==> src/rtl/rs_page_parity.sv <==
module rs_page_parity #(
  parameter int SECTOR_BYTES = 512
) (
  input  logic       clk,
  input  logic       rst_n,
  input  logic       ctl_we,
  input  logic [7:0] ctl_wdata,
  input  logic       din_valid,
  input  logic [7:0] din,
  output logic       chk_err,
  input  logic       rd_bank,
  input  logic [2:0] rd_sel,
  output logic [7:0] rd_data
);
  localparam int SYM_W = 10;
  localparam int NPAR = 6;
  localparam int CODE_BYTES = (NPAR*SYM_W + 7) / 8;
  localparam int CODE_W = CODE_BYTES * 8;
  localparam int CNT_W = $clog2(SECTOR_BYTES + CODE_BYTES + 1);
  localparam logic [CNT_W-1:0] SEC_END = CNT_W'(SECTOR_BYTES);
  localparam logic [CNT_W-1:0] ALL_END = CNT_W'(SECTOR_BYTES + CODE_BYTES);
  localparam logic [CODE_W-1:0] USED = {{(CODE_W-NPAR*SYM_W){1'b0}}, {(NPAR*SYM_W){1'b1}}};

  function automatic logic [SYM_W-1:0] gmul(input logic [SYM_W-1:0] a, input logic [SYM_W-1:0] b);
    logic [SYM_W-1:0] p, x;
    p = '0;
    x = a;
    for (int i = 0; i < SYM_W; i++) begin
      if (b[i]) p = p ^ x;
      x = x[SYM_W-1] ? ((x << 1) ^ 10'h009) : (x << 1);
    end
    return p;
  endfunction

  function automatic logic [SYM_W-1:0] gen_coef(input int k);
    logic [SYM_W-1:0] g [0:NPAR];
    logic [SYM_W-1:0] a;
    for (int i = 0; i <= NPAR; i++) g[i] = '0;
    g[0] = 10'd1;
    a = 10'd1;
    for (int j = 0; j < NPAR; j++) begin
      for (int i = NPAR; i >= 1; i--) g[i] = g[i-1] ^ gmul(g[i], a);
      g[0] = gmul(g[0], a);
      a = gmul(a, 10'd2);
    end
    return g[k];
  endfunction

  logic [NPAR-1:0][SYM_W-1:0] r, r_nxt;
  logic [CNT_W-1:0] cnt;
  logic [CODE_W-1:0] stored, packed_r, rem, syn;
  logic gen, en, done;
  logic [SYM_W-1:0] fb;

  assign fb = {{(SYM_W-8){1'b0}}, ~din} ^ r[NPAR-1];

  for (genvar i = 0; i < NPAR; i++) begin : g_stage
    localparam logic [SYM_W-1:0] GC = gen_coef(i);
    if (i == 0) begin : g_first
      assign r_nxt[i] = gmul(fb, GC);
    end else begin : g_rest
      assign r_nxt[i] = r[i-1] ^ gmul(fb, GC);
    end
  end

  always_comb begin
    packed_r = '0;
    for (int k = 0; k < NPAR; k++) packed_r[k*SYM_W +: SYM_W] = r[NPAR-1-k];
  end

  assign done = !gen && (cnt == ALL_END);
  assign rem = done ? ((packed_r ^ ~stored) & USED) : '0;
  assign chk_err = |rem;

  always_comb begin
    for (int k = 0; k < CODE_BYTES; k++)
      for (int b = 0; b < 8; b++) syn[k*8+b] = rem[k*8+7-b];
  end

  assign rd_data = rd_bank ? syn[{rd_sel, 3'b000} +: 8] : ~packed_r[{rd_sel, 3'b000} +: 8];

  always_ff @(posedge clk or negedge rst_n) begin
    if (!rst_n) begin
      r <= '0;
      cnt <= '0;
      stored <= '0;
      gen <= 1'b0;
      en <= 1'b0;
    end else if (ctl_we) begin
      gen <= ctl_wdata[6];
      en <= ctl_wdata[5];
      if (ctl_wdata[7]) begin
        r <= '0;
        cnt <= '0;
        stored <= '0;
      end
    end else if (din_valid && en) begin
      if (cnt < SEC_END) begin
        r <= r_nxt;
        cnt <= cnt + CNT_W'(1);
      end else if (!gen && cnt < ALL_END) begin
        stored <= {din, stored[CODE_W-1:8]};
        cnt <= cnt + CNT_W'(1);
      end
    end
  end
endmodule


==> config.mk <==
export PLATFORM = sky130hd
export DESIGN_NAME = rs_page_parity
export DESIGN_NICKNAME = d
export VERILOG_FILES = /design/src/rtl/rs_page_parity.sv
export SDC_FILE = /design/constraint.sdc
export NUM_CORES = 1
export LEC_CHECK = 0
export ABC_CLOCK_PERIOD_IN_PS = 4750
export BUFFER_PORTS_ARGS = -buffer_cell sky130_fd_sc_hd__buf_2
export CORE_UTILIZATION = 45
export DETAILED_ROUTE_END_ITERATION = 8
export PLACE_DENSITY = 0.65
export SLEW_MARGIN = 20
export SYNTH_ARGS = -nofsm -noshare
export SYNTH_HDL_FRONTEND = slang
export SYNTH_SLANG_ARGS = --single-unit
==> constraint.sdc <==
create_clock -name clk -period 4.75 [get_ports clk]
set_clock_uncertainty 0.1 [all_clocks]
set_input_delay 0.475 -clock clk [delete_from_list [all_inputs] [get_ports clk]]
set_output_delay 0.475 -clock clk [all_outputs]
set_load 0.05 [all_outputs]
Word-level counts from Yosys, hierarchy flattened
Cells that the tools add are included.
{"block": "totals", "word_cells": 94, "register_bits": 136}
{"block": "classes", "n_lt_le_gt_ge": 2, "n_mux": 25, "n_eq_ne": 3, "bitwise": 39, "reduce_logical": 12, "n_shift": 2, "n_addsub": 1}
{"cell": "64-bit two-way mux", "count": 5}
{"cell": "60-bit two-way mux", "count": 5}
{"cell": "10-bit XOR", "count": 25}
{"cell": "64-bit by 7-bit indexed part select with 8-bit output", "count": 2}
{"cell": "64-bit OR reduction", "count": 1}
{"cell": "60-bit NOT", "count": 1}
{"cell": "60-bit XOR", "count": 1}
{"cell": "10-bit two-way mux", "count": 5}
{"cell": "4-bit two-way mux", "count": 9}
{"cell": "10-bit less-than comparator (second input constant)", "count": 2}
{"cell": "2-bit NOT", "count": 9}
{"cell": "8-bit NOT", "count": 2}
{"cell": "10-bit by 1-bit adder with 10-bit output (second input constant)", "count": 1}
{"cell": "10-bit equality test (second input constant)", "count": 1}
{"cell": "8-bit by 10-bit XOR with 10-bit output", "count": 1}
{"cell": "8-bit two-way mux", "count": 1}
{"cell": "3-bit AND reduction", "count": 2}
{"cell": "2-bit nonzero test", "count": 3}
{"cell": "4-bit AND reduction", "count": 1}
{"cell": "1-bit logical AND", "count": 3}
{"cell": "3-bit nonzero test", "count": 1}
{"cell": "2-bit by 1-bit inequality test with 1-bit output (second input constant)", "count": 1}
{"cell": "2-bit inequality test (second input constant)", "count": 1}
{"cell": "1-bit logical NOT", "count": 1}

Depth between registers and ports, before layout
Gate-level depths: netlist (run 1).
{"block": "logic_depth", "ltp_word": 25, "depth_mapped": 8, "mapped_depth_nobuf": 7}

Least setup slack after synthesis (run 1)
OpenSTA, ideal clock, no wires.
{"block": "synth_timing", "path_kind": "input port to output port", "start": "in rd_sel[0]", "end": "out rd_data[2]", "path_buffers": 2, "slack_ns": 1.335, "arrival_time_ns": 2.840, "path_stages": 6, "path_cell_list": "buf_2 > buf_1 > mux4_1 > inv_1 > o22ai_1 > o21ai_0"}
{"block": "synth_via", "elab_chain_len": 3}
{"element": "start, declared", "line_no": "12", "rtl": "input logic [2:0] rd_sel,"}
{"element": "64-bit by 7-bit indexed part select with 8-bit output", "line_no": "80", "rtl": "assign rd_data = rd_bank ? syn[{rd_sel, 3'b000} +: 8] : ~packed_r[{rd_sel, 3'b000} +: 8];"}
{"element": "8-bit NOT", "line_no": "80"}
{"element": "8-bit two-way mux (*)", "line_no": "80"}
{"element": "end, declared", "line_no": "13", "rtl": "output logic [7:0] rd_data"}
Every way passes the cells marked *; elsewhere a longest branch is shown, timed or not.

Worst setup path in the final report (run 1)
{"block": "layout_timing", "start": "reg cnt[6]", "end": "out rd_data[3]"}
{"block": "layout_via", "elab_chain_len": 5}
{"element": "start, declared", "line_no": "50", "rtl": "logic [CNT_W-1:0] cnt;"}
{"element": "start signal, assigned", "line_no": "100", "rtl": "cnt <= cnt + CNT_W'(1);"}
{"element": "start signal, assigned", "line_no": "103", "rtl": "cnt <= cnt + CNT_W'(1);"}
{"element": "10-bit equality test", "line_no": "71", "rtl": "assign done = !gen && (cnt == ALL_END);"}
{"element": "1-bit logical AND", "line_no": "71"}
{"element": "60-bit two-way mux", "line_no": "72", "rtl": "assign rem = done ? ((packed_r ^ ~stored) & USED) : '0;"}
{"element": "64-bit by 7-bit indexed part select with 8-bit output", "line_no": "80"}
{"element": "8-bit two-way mux", "line_no": "80"}
No other way between the ends.

==> qor.yml, run 1 <==
status:
  status: "finished, violations left"
  failed_checks: "DRC"
timing:
  max_slew_margin_pct: 34.62
  fin_tns_setup_ps: 0
  max_freq_ghz: 0.2482
  hold_viol_final: 0
  post-route-period-util_pct: 84.83
  setup_viol: 0
  rsz0062_at_grt: "no"
  finalCriticalPeriod_ps: 4029
  worst_slew_pin_slew_ps: 980.6
  slew_violations: 0
grt:
  grt_usage_pct: 24.98
  grt_pass1_vias: 6165
  overflow: 0
  grt_max_degree: 102
  antenna_found_initial: 0
  grt_pass1_wl_mm: 36.34
place:
  gp_congestion: 0.8954
  portBuffers: 27
  placed_area_um2: 8743
  placedCellCount: 965
  dp_hpwl_mm: 16.22
pwr:
  leakagePower_nw: 4.123
  ir_worst_vdd_v: 0.0003188
  clockPowerShare_pct: 18.4
  power_switching_mw: 3.053
  power_mw: 7.503
  seqPwrFrac_pct: 24.8
  p_sw_share_pct: 40.69
  p_per_area_nw_per_um2: 801.3
  p_comb_share_pct: 56.7
  p_int_mw: 4.450
yosys:
  synthArstFlopShare_pct: 100.0
  postSynthAreaPerCell_um2: 11.29
  synth_common_cells: "dfrtp_1, xnor2_1, a22o_1"
  yosysWarnings: 0
  synth.area.top_cells: "dfrtp_1, xnor2_1, a22o_1, xor2_1, mux4_2"
  synth_cells: 750
  synth_most_common_cell: "dfrtp_1"
  netlist.area_leader.share_pct: 40.19
  synth-seq-cells: 136
  netlist-cell-type-count: 56
  synth_seq_area_share_pct: 40.19
  syn_area_um2: 8468
  synth_edf_count: 0
  syn-num-nets: 776
  yosys_most_used_dff: "dfrtp_1"
  synth_area_leader_cell: "dfrtp_1"
route:
  first_pass_iters: 7
  vias: 6071
  ant_nets: 0
  vias_per_cell: 6.089
  drt_iter0_drc: 639
  wl_per_cell_um: 22.98
  drt_wl_total_mm: 22.91
  drc: 2
floorplanning:
  die_x_um: 139.2
  row_count: 49
  initial_core_util_pct: 46.51
  die-area_um2: 19370
  core-area_um2: 18210
  die_h_um: 139.2
  io_pins: 33
finish:
  antenna_cells: 0
  final_layout_size_suffix_gt1_share_pct: 13.54
  syn_to_final_growth_pct: 10.58
  layout.nets: 781
  finalInstanceArea_um2: 9364
  nFillCells: 1611
  stdcell_count: 997
critical_path:
  worstRegToRegCells: 5
  cp-end-kind: "primary output"
  critPathLaunch: "cnt[6]"
  worstSetupPathType: "reg -> out"
  path_max_fanout: 16
  r2r_end: "packed_r[23]"
  startpoint_type: "flop"
  ff2ff_setup_slack_ps: 1920
  cp.arrival_ps: 3450
  cp.required_ps: 4180
  endpoint: "rd_data[3]"
  rr_startpoint: "packed_r[8]"
clock_network:
  cts_sinks: 136
  cts_setup_buffers: 0
  ctsResizeCount: 0
  cts-buffers-inserted: 17
  cts_root_buffer: "clkbuf_16"
  path_clk_slew_ps: 60
  insertion_delay_ps: 440
  hold_buffers: 0
  cts_buffer_depth: 2
  h-tree-depth: 4
  cts_tree: "yes"
worst_hold_path:
  hp-class: "in -> async"
run:
  maxCapViolCount: 0
[layout make-up]
class                   instances  area, µm²  area share, %
flip-flops and latches        136       3403          36.34
well taps                     229      286.5          3.060
clock inverters                12      148.9          1.590
multi-input cells             561       4853          51.83
clock buffers                  20      466.7          4.984
inverters                       7      26.28         0.2806
repair buffers                 32      178.9          1.911
[layout by cell type (no fill, tap or decap), types with 3 or more instances in the layout]
| master | count |
|---|---|
| bufinv_16 | 3 |
| xnor3_2 | 4 |
| xnor3_1 | 11 |
| xor2_2 | 3 |
| and2_1 | 4 |
| nand4_1 | 8 |
| inv_1 | 7 |
| and3_1 | 4 |
| dfrtp_1 | 136 |
| o221ai_1 | 8 |
| o22ai_1 | 16 |
| xnor2_4 | 6 |
| clkinvlp_4 | 4 |
| xnor2_1 | 129 |
| clkbuf_8 | 3 |
| nor4_1 | 3 |
| a21oi_1 | 10 |
| nand4b_1 | 5 |
| nor4b_1 | 4 |
| o21ai_0 | 46 |
| buf_2 | 26 |
| buf_4 | 5 |
| xor2_1 | 58 |
| clkbuf_16 | 17 |
| nor2_1 | 22 |
| o21bai_1 | 4 |
| mux2i_1 | 20 |
| mux4_2 | 11 |
| nand3_1 | 6 |
| o21ai_1 | 5 |
| clkinv_2 | 4 |
| nand2_1 | 44 |
| nand2b_1 | 6 |
| a22o_1 | 90 |
| xnor2_2 | 6 |
[per-layer routing]
metal  global-route usage [%]  part of all wire (%)  up-vias
met3                    4.800                   6.3       42
met2                    39.34                    47      217
met5                        0                     0        -
li1                         -                     -     2700
met1                    34.48                    45     3112
met4                    8.596                   2.0        0
[registers in the layout, indices dropped and copies added (netlist names)]
signal and flops:
cnt 10, en 1, packed_r 60, stored 64
gen 1
[worst max-delay path, cell delays in order, from the launching register on]
cell     delay [ps]
dfrtp_1         410
nor4_2          690
nand4_1         830
o22ai_1         390
o22ai_1         100
o21ai_0         260
buf_2           330
[worst min-delay path by stage]
stage	from	to	slack, ps
after floorplan	rst_n	cnt[0]	80
after detailed placement	stored[63]	stored[55]	380
after global placement	stored[63]	stored[55]	380
final	rst_n	stored[30]	30
after CTS	rst_n	stored[30]	100
after global routing	rst_n	stored[14]	140
[power groups by stage]
stage	Combinational, mW	Sequential, mW	Clock (mW)
after floorplan	3.56	1.60	0
after global placement	4.16	1.85	0
after detailed placement	4.24	1.86	0
after CTS	4.26	1.84	1.40
after global routing	4.54	1.87	1.45
final	4.26	1.86	1.38
[stage by stage]
stage,worst slack [ps],hold WS (ps),utilization [%]
after floorplan,1335,79.41,-
after global placement,1209,380.9,48.02
after detailed placement,1122,384.2,48.02
after CTS,784.4,95.82,51.40
after global routing,526.3,139.6,51.43
final,720.5,34.17,51.43
[logic make-up after synthesis]
| group | Yosys count | synth area share [%] |
|---|---|---|
| AND/OR/NAND/NOR | 122 | 7.506 |
| buffers and inverters | 53 | 2.763 |
| XOR/XNOR | 219 | 27.63 |
| adder cells (fa/ha/maj) | 2 | 0.2955 |
| flip-flops | 136 | 40.19 |
| AO/OA/AOI/OAI | 184 | 15.75 |
| multiplexers | 34 | 5.866 |
No activity file was read; power rests on OpenSTA's default activity.
==> run 2: changes to the inputs <==
- ABC_CLOCK_PERIOD_IN_PS: 4750 -> 3650
- PLACE_DENSITY: 0.65 -> 0.67
- clock period: 4.75 -> 3.65 ns (I/O delays scaled with it)
==> run 2 against run 1 <==
  * Hold slack gained 39 ps
  * Sequential share of layout area shrank 0.29 points
  * The flow still finishes with violations (DRC)
  * Combinational power grew 31%
  * Highest routed layer unchanged
  * Total power grew 31%
  * First-iteration DRC count shrank 13%
  * Final area grew 0.82%
  * Critical endpoint unchanged
==> qor.yml, run 2 (synthesis gave the netlist of run 1 again) <==
timing:
  rsz0062_at_grt: "no"
  worst_slew_pin_slew_ps: 729.2  # -251.5 ps
  fin_tns_setup_ps: 0  # unchanged
  max_slew_margin_pct: 51.15  # +17 points
  slew_violations: 0  # unchanged
  setup_viol: 0  # unchanged
  finalCriticalPeriod_ps: 3252
  hold_viol_final: 0  # unchanged
  post-route-period-util_pct: 89.10
  max_freq_ghz: 0.3075
route:
  drt_iter0_drc: 556  # -13%
  ant_nets: 0  # unchanged
  vias_per_cell: 6.124  # +0.57%
  drc: 2  # unchanged
  vias: 6136  # +1.1%
  first_pass_iters: 8  # +1
  wl_per_cell_um: 23.16  # +0.80%
  drt_wl_total_mm: 23.21  # +1.3%
place:
  placedCellCount: 970  # +0.52%
  dp_hpwl_mm: 16.61  # +2.4%
  gp_congestion: 0.9040  # +0.96%
  portBuffers: 27  # unchanged
clock_network:
  cts_buffer_depth: 2  # unchanged
  path_clk_slew_ps: 60  # about the same
  ctsResizeCount: 0  # unchanged
  insertion_delay_ps: 430  # about the same
  cts-buffers-inserted: 17  # unchanged
  cts_root_buffer: "clkbuf_16"
  cts_sinks: 136  # unchanged
  cts_tree: "yes"
  h-tree-depth: 4  # unchanged
floorplanning:
  die-area_um2: 19370  # unchanged
  die_x_um: 139.2  # unchanged
  die_h_um: 139.2  # unchanged
  io_pins: 33  # unchanged
  initial_core_util_pct: 46.51  # unchanged
  core-area_um2: 18210  # unchanged
  row_count: 49  # unchanged
pwr:
  p_sw_share_pct: 40.30  # -0.40 points
  clockPowerShare_pct: 18.9  # +0.5 points
  leakagePower_nw: 4.168  # +1.1%
  p_comb_share_pct: 56.8  # about the same
  power_switching_mw: 3.971  # +30%
  seqPwrFrac_pct: 24.3  # -0.5 points
  ir_worst_vdd_v: 0.0005167  # +62%
  p_int_mw: 5.883  # +32%
  p_per_area_nw_per_um2: 1044  # +30%
critical_path:
  cp.required_ps: 3180  # -1000 ps
  startpoint_type: "flop"
  rr_startpoint: "packed_r[9]"
  cp-end-kind: "primary output"
  critPathLaunch: "cnt[6]"
  worstSetupPathType: "reg -> out"
  path_max_fanout: 16  # unchanged
  cp.arrival_ps: 2790  # -660 ps
finish:
  final_cell_mix: "dfrtp_1, xnor2_1, a22o_1"
  nFillCells: 1591  # -1.2%
  multi_input_area_um2: 4848  # -0.10%
  layout_commonest_cell: "dfrtp_1"
  top_register: "stored"
  syn_to_final_growth_pct: 11.48
  stdcell_count: 1002  # +0.50%
  antenna_cells: 0  # unchanged
  final_layout_size_suffix_gt1_share_pct: 13.71  # +0.17 points
  largest_reg_flops: 64  # unchanged
  layout.nets: 788  # +0.90%
  regArea_um2: 3403  # unchanged
grt:
  gr-usage-met1_pct: 33.94  # -0.54 points
  globalRouteMet2Util_pct: 39.50  # +0.16 points
  grt_max_degree: 77  # -25%
  antenna_found_initial: 0  # unchanged
  grt_pass1_wl_mm: 36.87  # +1.5%
  grt_pass1_vias: 6356  # +3.1%
  met3_usage_pct: 6.664  # +1.9 points
  overflow: 0  # unchanged
  grt_usage_pct: 25.55  # +0.57 points
  gr-max-usage-layer: "met2"
worst_hold_path:
  hp-class: "in -> reg"
  hold_start: "ctl_wdata[6]"
run:
  maxCapViolCount: 0  # unchanged
status:
  failed_checks: "DRC"
  status: "finished, violations left"
## run 2: cell types whose count changed in the layout (fill, tap and decap cells not counted)
| cell | change |
|---|---|
| buf_4 | +5 |
| clkinv_2 | -3 |
| clkinvlp_4 | -3 |
| clkbuf_1 | +2 |
| buf_12 | +1 |
| bufinv_16 | +1 |
| clkbuf_8 | +1 |
| dlygate4sd3_1 | +1 |
| nand2_2 | +1 |
| nand2_4 | -1 |
## run 2: repair_timing
| action | 4_1_cts | 5_1_grt |
|---|---|---|
| hold endpoints to repair | 74 | 0 |
| setup endpoints to repair | 5 | 0 |
| hold buffers | 1 | 0 |
| buffers inserted | 1 | 0 |
## run 2: area by class of cell
| cell class | instances | area share, % |
|---|---|---|
| timing repair buffer | 39 | 2.611 |
| clock inverter | 7 | 1.498 |
| clock buffer | 23 | 5.169 |
| tap | 229 | 3.035 |
| inverter | 7 | 0.2783 |
| sequential | 136 | 36.05 |
| multi-input combinational | 561 | 51.36 |
## run 2: routing by layer
layer	share of wire, %	wire length (µm)	vias up
li1	-	-	2722
met1	43	9937	3121
met2	47	10790	239
met3	7.4	1715	54
met4	3.3	763	0
met5	0	0	-
## run 2: path summary, 6_finish.rpt
| path | to | depth (start not counted) | slack (ps) |
|---|---|---|---|
| worst max register to register | packed_r[23] | 5 | 780 |
| max in group asynchronous | packed_r[44] | 3 | 2110 |
| worst max-delay path | rd_data[3] | 7 | 400 |
| worst min register to register | stored[55] | 1 | 410 |
| min in group asynchronous | stored[30] | 2 | 410 |
| worst min-delay path | gen | 2 | 70 |
## run 2: power groups by stage
stage | clock network, mW | logic, mW | registers, mW
2_1_floorplan | 0 | 4.64 | 2.08
3_3_place_gp | 0 | 5.45 | 2.38
3_5_place_dp | 0 | 5.56 | 2.39
4_1_cts | 1.88 | 5.60 | 2.37
5_1_grt | 1.95 | 5.99 | 2.42
6_report | 1.86 | 5.59 | 2.40
## run 2: metrics by stage
step	power, mW	util, %	worst slack [ps]	hold slack, ps	area (µm²)
floorplan	6.720	-	455.3	-30.59	8468
global placement	7.836	48.29	500.2	338.4	8793
detailed placement	7.947	48.29	374.7	346.3	8793
CTS	9.842	51.85	404.5	61.68	9440
global route	10.36	51.85	241.0	63.05	9440
finish	9.854	51.85	398.0	73.08	9440
## run 2: critical path: stages, from the launching register on
cell	delay, ps
dfrtp_1	410
nor4_2	620
nand4_1	190
buf_4	250
o22ai_1	190
o22ai_1	80
o21ai_0	290
buf_2	330
==> run 3: changes to the inputs <==
==> constraint.sdc (replaced) <==
create_clock -name clk -period 3.65 [get_ports clk]
set_clock_uncertainty 0.1 [all_clocks]
set_input_delay 0.1825 -clock clk [delete_from_list [all_inputs] [get_ports clk]]
set_output_delay 0.1825 -clock clk [all_outputs]
set_load 0.05 [all_outputs]
==> run 3 against run 2 <==
  * The flow still finishes with violations (DRC)
  * Clock power barely moved
  * Wire length fell by 0.62%
  * Sequential power barely moved
  * Setup slack improved by 200 ps
  * Die area did not move
  * Largest power group unchanged
==> qor.yml, run 3 (synthesis gave the netlist of run 1 again) <==
critical_path:
  endpoint: "rd_data[7]"
  crit_family: "simple AND/OR/NAND/NOR gates"
  critPathBufInv: 2  # unchanged
  cp_slowest_stage_delay_ps: 640  # +20 ps
  cp_cell_sequence: "nor4_2, nand4b_1, buf_4, o21ai_0, o221ai_1, o21ai_0, buf_2"
  critPathLaunch: "cnt[6]"
  path_max_fanout: 16  # unchanged
  critical_path.slowest_cell: "nor4_2"
  ff2ff_setup_slack_ps: 940  # +160 ps
  worstRegToRegCells: 5  # unchanged
  rr_startpoint: "packed_r[9]"
  startpoint_type: "flop"
  cp.arrival_ps: 2770  # -20 ps
  r2r_end: "packed_r[23]"
  critical_path_depth: 7  # unchanged
  cp-end-kind: "primary output"
  path_common_cell: "o21ai_0"
  cp.required_ps: 3370  # +190 ps
  worstSetupPathType: "reg -> out"
floorplanning:
  io_pins: 33  # unchanged
  die_h_um: 139.2  # unchanged
  core-area_um2: 18210  # unchanged
  die-area_um2: 19370  # unchanged
  row_count: 49  # unchanged
  initial_core_util_pct: 46.51  # unchanged
  die_x_um: 139.2  # unchanged
finish:
  top_register: "stored"
  largest_reg_flops: 64  # unchanged
  final_layout_size_suffix_gt1_share_pct: 14.19  # +0.48 points
  antenna_cells: 0  # unchanged
  syn_to_final_growth_pct: 12.26
  nFillCells: 1541  # -3.1%
  layout_commonest_cell: "dfrtp_1"
  layout.nets: 795  # +0.89%
  final_cell_mix: "dfrtp_1, xnor2_1, a22o_1"
place:
  gp_congestion: 0.9149  # +1.2%
  portBuffers: 27  # unchanged
  dp_slack_ps: 956.9  # +582.2 ps
  dp_hpwl_mm: 16.56  # -0.26%
route:
  drt_wl_total_mm: 23.07  # -0.62%
  vias_per_cell: 6.195  # +1.2%
  drc: 2  # unchanged
  vias: 6263  # +2.1%
  ant_nets: 0  # unchanged
  drt_iter0_drc: 550  # -1.1%
  first_pass_iters: 7  # -1
  met3_length_mm: 1.422  # -17%
  dr.max_layer_used: "met4"
  met1_length_mm: 9.990  # +0.53%
  wl_per_cell_um: 22.81  # -1.5%
  route.met2.wl_mm: 10.79  # about the same
grt:
  grt_usage_pct: 25.12  # -0.43 points
  grt_pass1_vias: 6336  # -0.31%
  grt_pass1_wl_mm: 36.77  # -0.28%
  grt_max_degree: 78  # +1.3%
  antenna_found_initial: 0  # unchanged
  overflow: 0  # unchanged
run:
  maxCapViolCount: 0  # unchanged
timing:
  setup_viol: 0  # unchanged
  finalCriticalPeriod_ps: 3055  # -196.9 ps
  post-route-period-util_pct: 83.70  # -5.4 points
  fin_tns_setup_ps: 0  # unchanged
  worst_slew_pin_slew_ps: 728.3  # -0.8988 ps
  setup_slack_ps: 594.9  # +196.9 ps
  rsz0062_at_grt: "no"
  max_slew_margin_pct: 51.45  # +0.30 points
  hold_viol_final: 0  # unchanged
  max_freq_ghz: 0.3273  # +6.4%
  slew_violations: 0  # unchanged
worst_hold_path:
  hold_start: "din[2]"
  hp-class: "in -> reg"
clock_network:
  cts_tree: "yes"
  cts_sinks: 136  # unchanged
  ctsResizeCount: 0  # unchanged
  cts-buffers-inserted: 17  # unchanged
  cts_buffer_depth: 2  # unchanged
  path_clk_slew_ps: 60  # about the same
  h-tree-depth: 4  # unchanged
  insertion_delay_ps: 420  # about the same
  cts_root_buffer: "clkbuf_16"
pwr:
  ir_worst_vdd_v: 0.0004833  # -6.5%
  leakagePower_nw: 4.194  # +0.62%
  p_per_area_nw_per_um2: 1033  # -1.1%
status:
  status: "finished, violations left"
  failed_checks: "DRC"
## run 3: power breakdown
part | total (mW) | leakage, nW | switching, mW | internal (mW)
Sequential | 2.39 | 1.85 | 0.617 | 1.77
Combinational | 5.59 | 2.04 | 2.68 | 2.91
Clock | 1.84 | 0.300 | 0.691 | 1.15
## run 3: how the worst min path moves through the flow
stage / to / slack [ps] / depth (start not counted)
after floorplan: cnt[0] / -210 / 0
after global placement: stored[38] / 160 / 1
after detailed placement: stored[46] / 160 / 1
after CTS: stored[58] / 6 / 2
after global routing: stored[58] / 20 / 2
final: stored[58] / 3 / 2
## run 3: cell type report
| type | count | area [µm²] | area share [%] |
|---|---|---|---|
| Multi-Input combinational cell | 561 | 4853 | 51.05 |
| Sequential cell | 136 | 3403 | 35.80 |
| Clock buffer | 17 | 425.4 | 4.475 |
| Timing Repair Buffer | 46 | 314.1 | 3.303 |
| Tap cell | 229 | 286.5 | 3.014 |
| Clock inverter | 15 | 197.7 | 2.079 |
| Inverter | 7 | 26.28 | 0.2764 |
## run 3: per-stage QoR
stage / hold slack [ps] / utilization, % / power [mW] / instance area (µm²) / cells
5_1_grt: 20.35 / 52.21 / 10.27 / 9507 / 1011
3_3_place_gp: 161.7 / 48.37 / 7.805 / 8808 / 972
6_report: 2.966 / 52.21 / 9.819 / 9507 / 1011
4_1_cts: 6.249 / 52.18 / 9.805 / 9502 / 1011
2_1_floorplan: -213.1 / - / 6.720 / 8468 / 750
3_5_place_dp: 160.9 / 48.37 / 7.934 / 8808 / 972
## run 3: repair_timing
item / in CTS / in global routing
setup buffers: 0 / 0
hold buffers: 7 / 0
endpoints found under the setup margin: 0 / 0
hold endpoints to repair: 81 / 0
## run 3: metal layers
metal	global-route usage, %	vias to the layer above
li1	-	2737
met1	34.25	3205
met2	39.50	249
met3	4.351	72
met4	10.82	0
met5	0	-
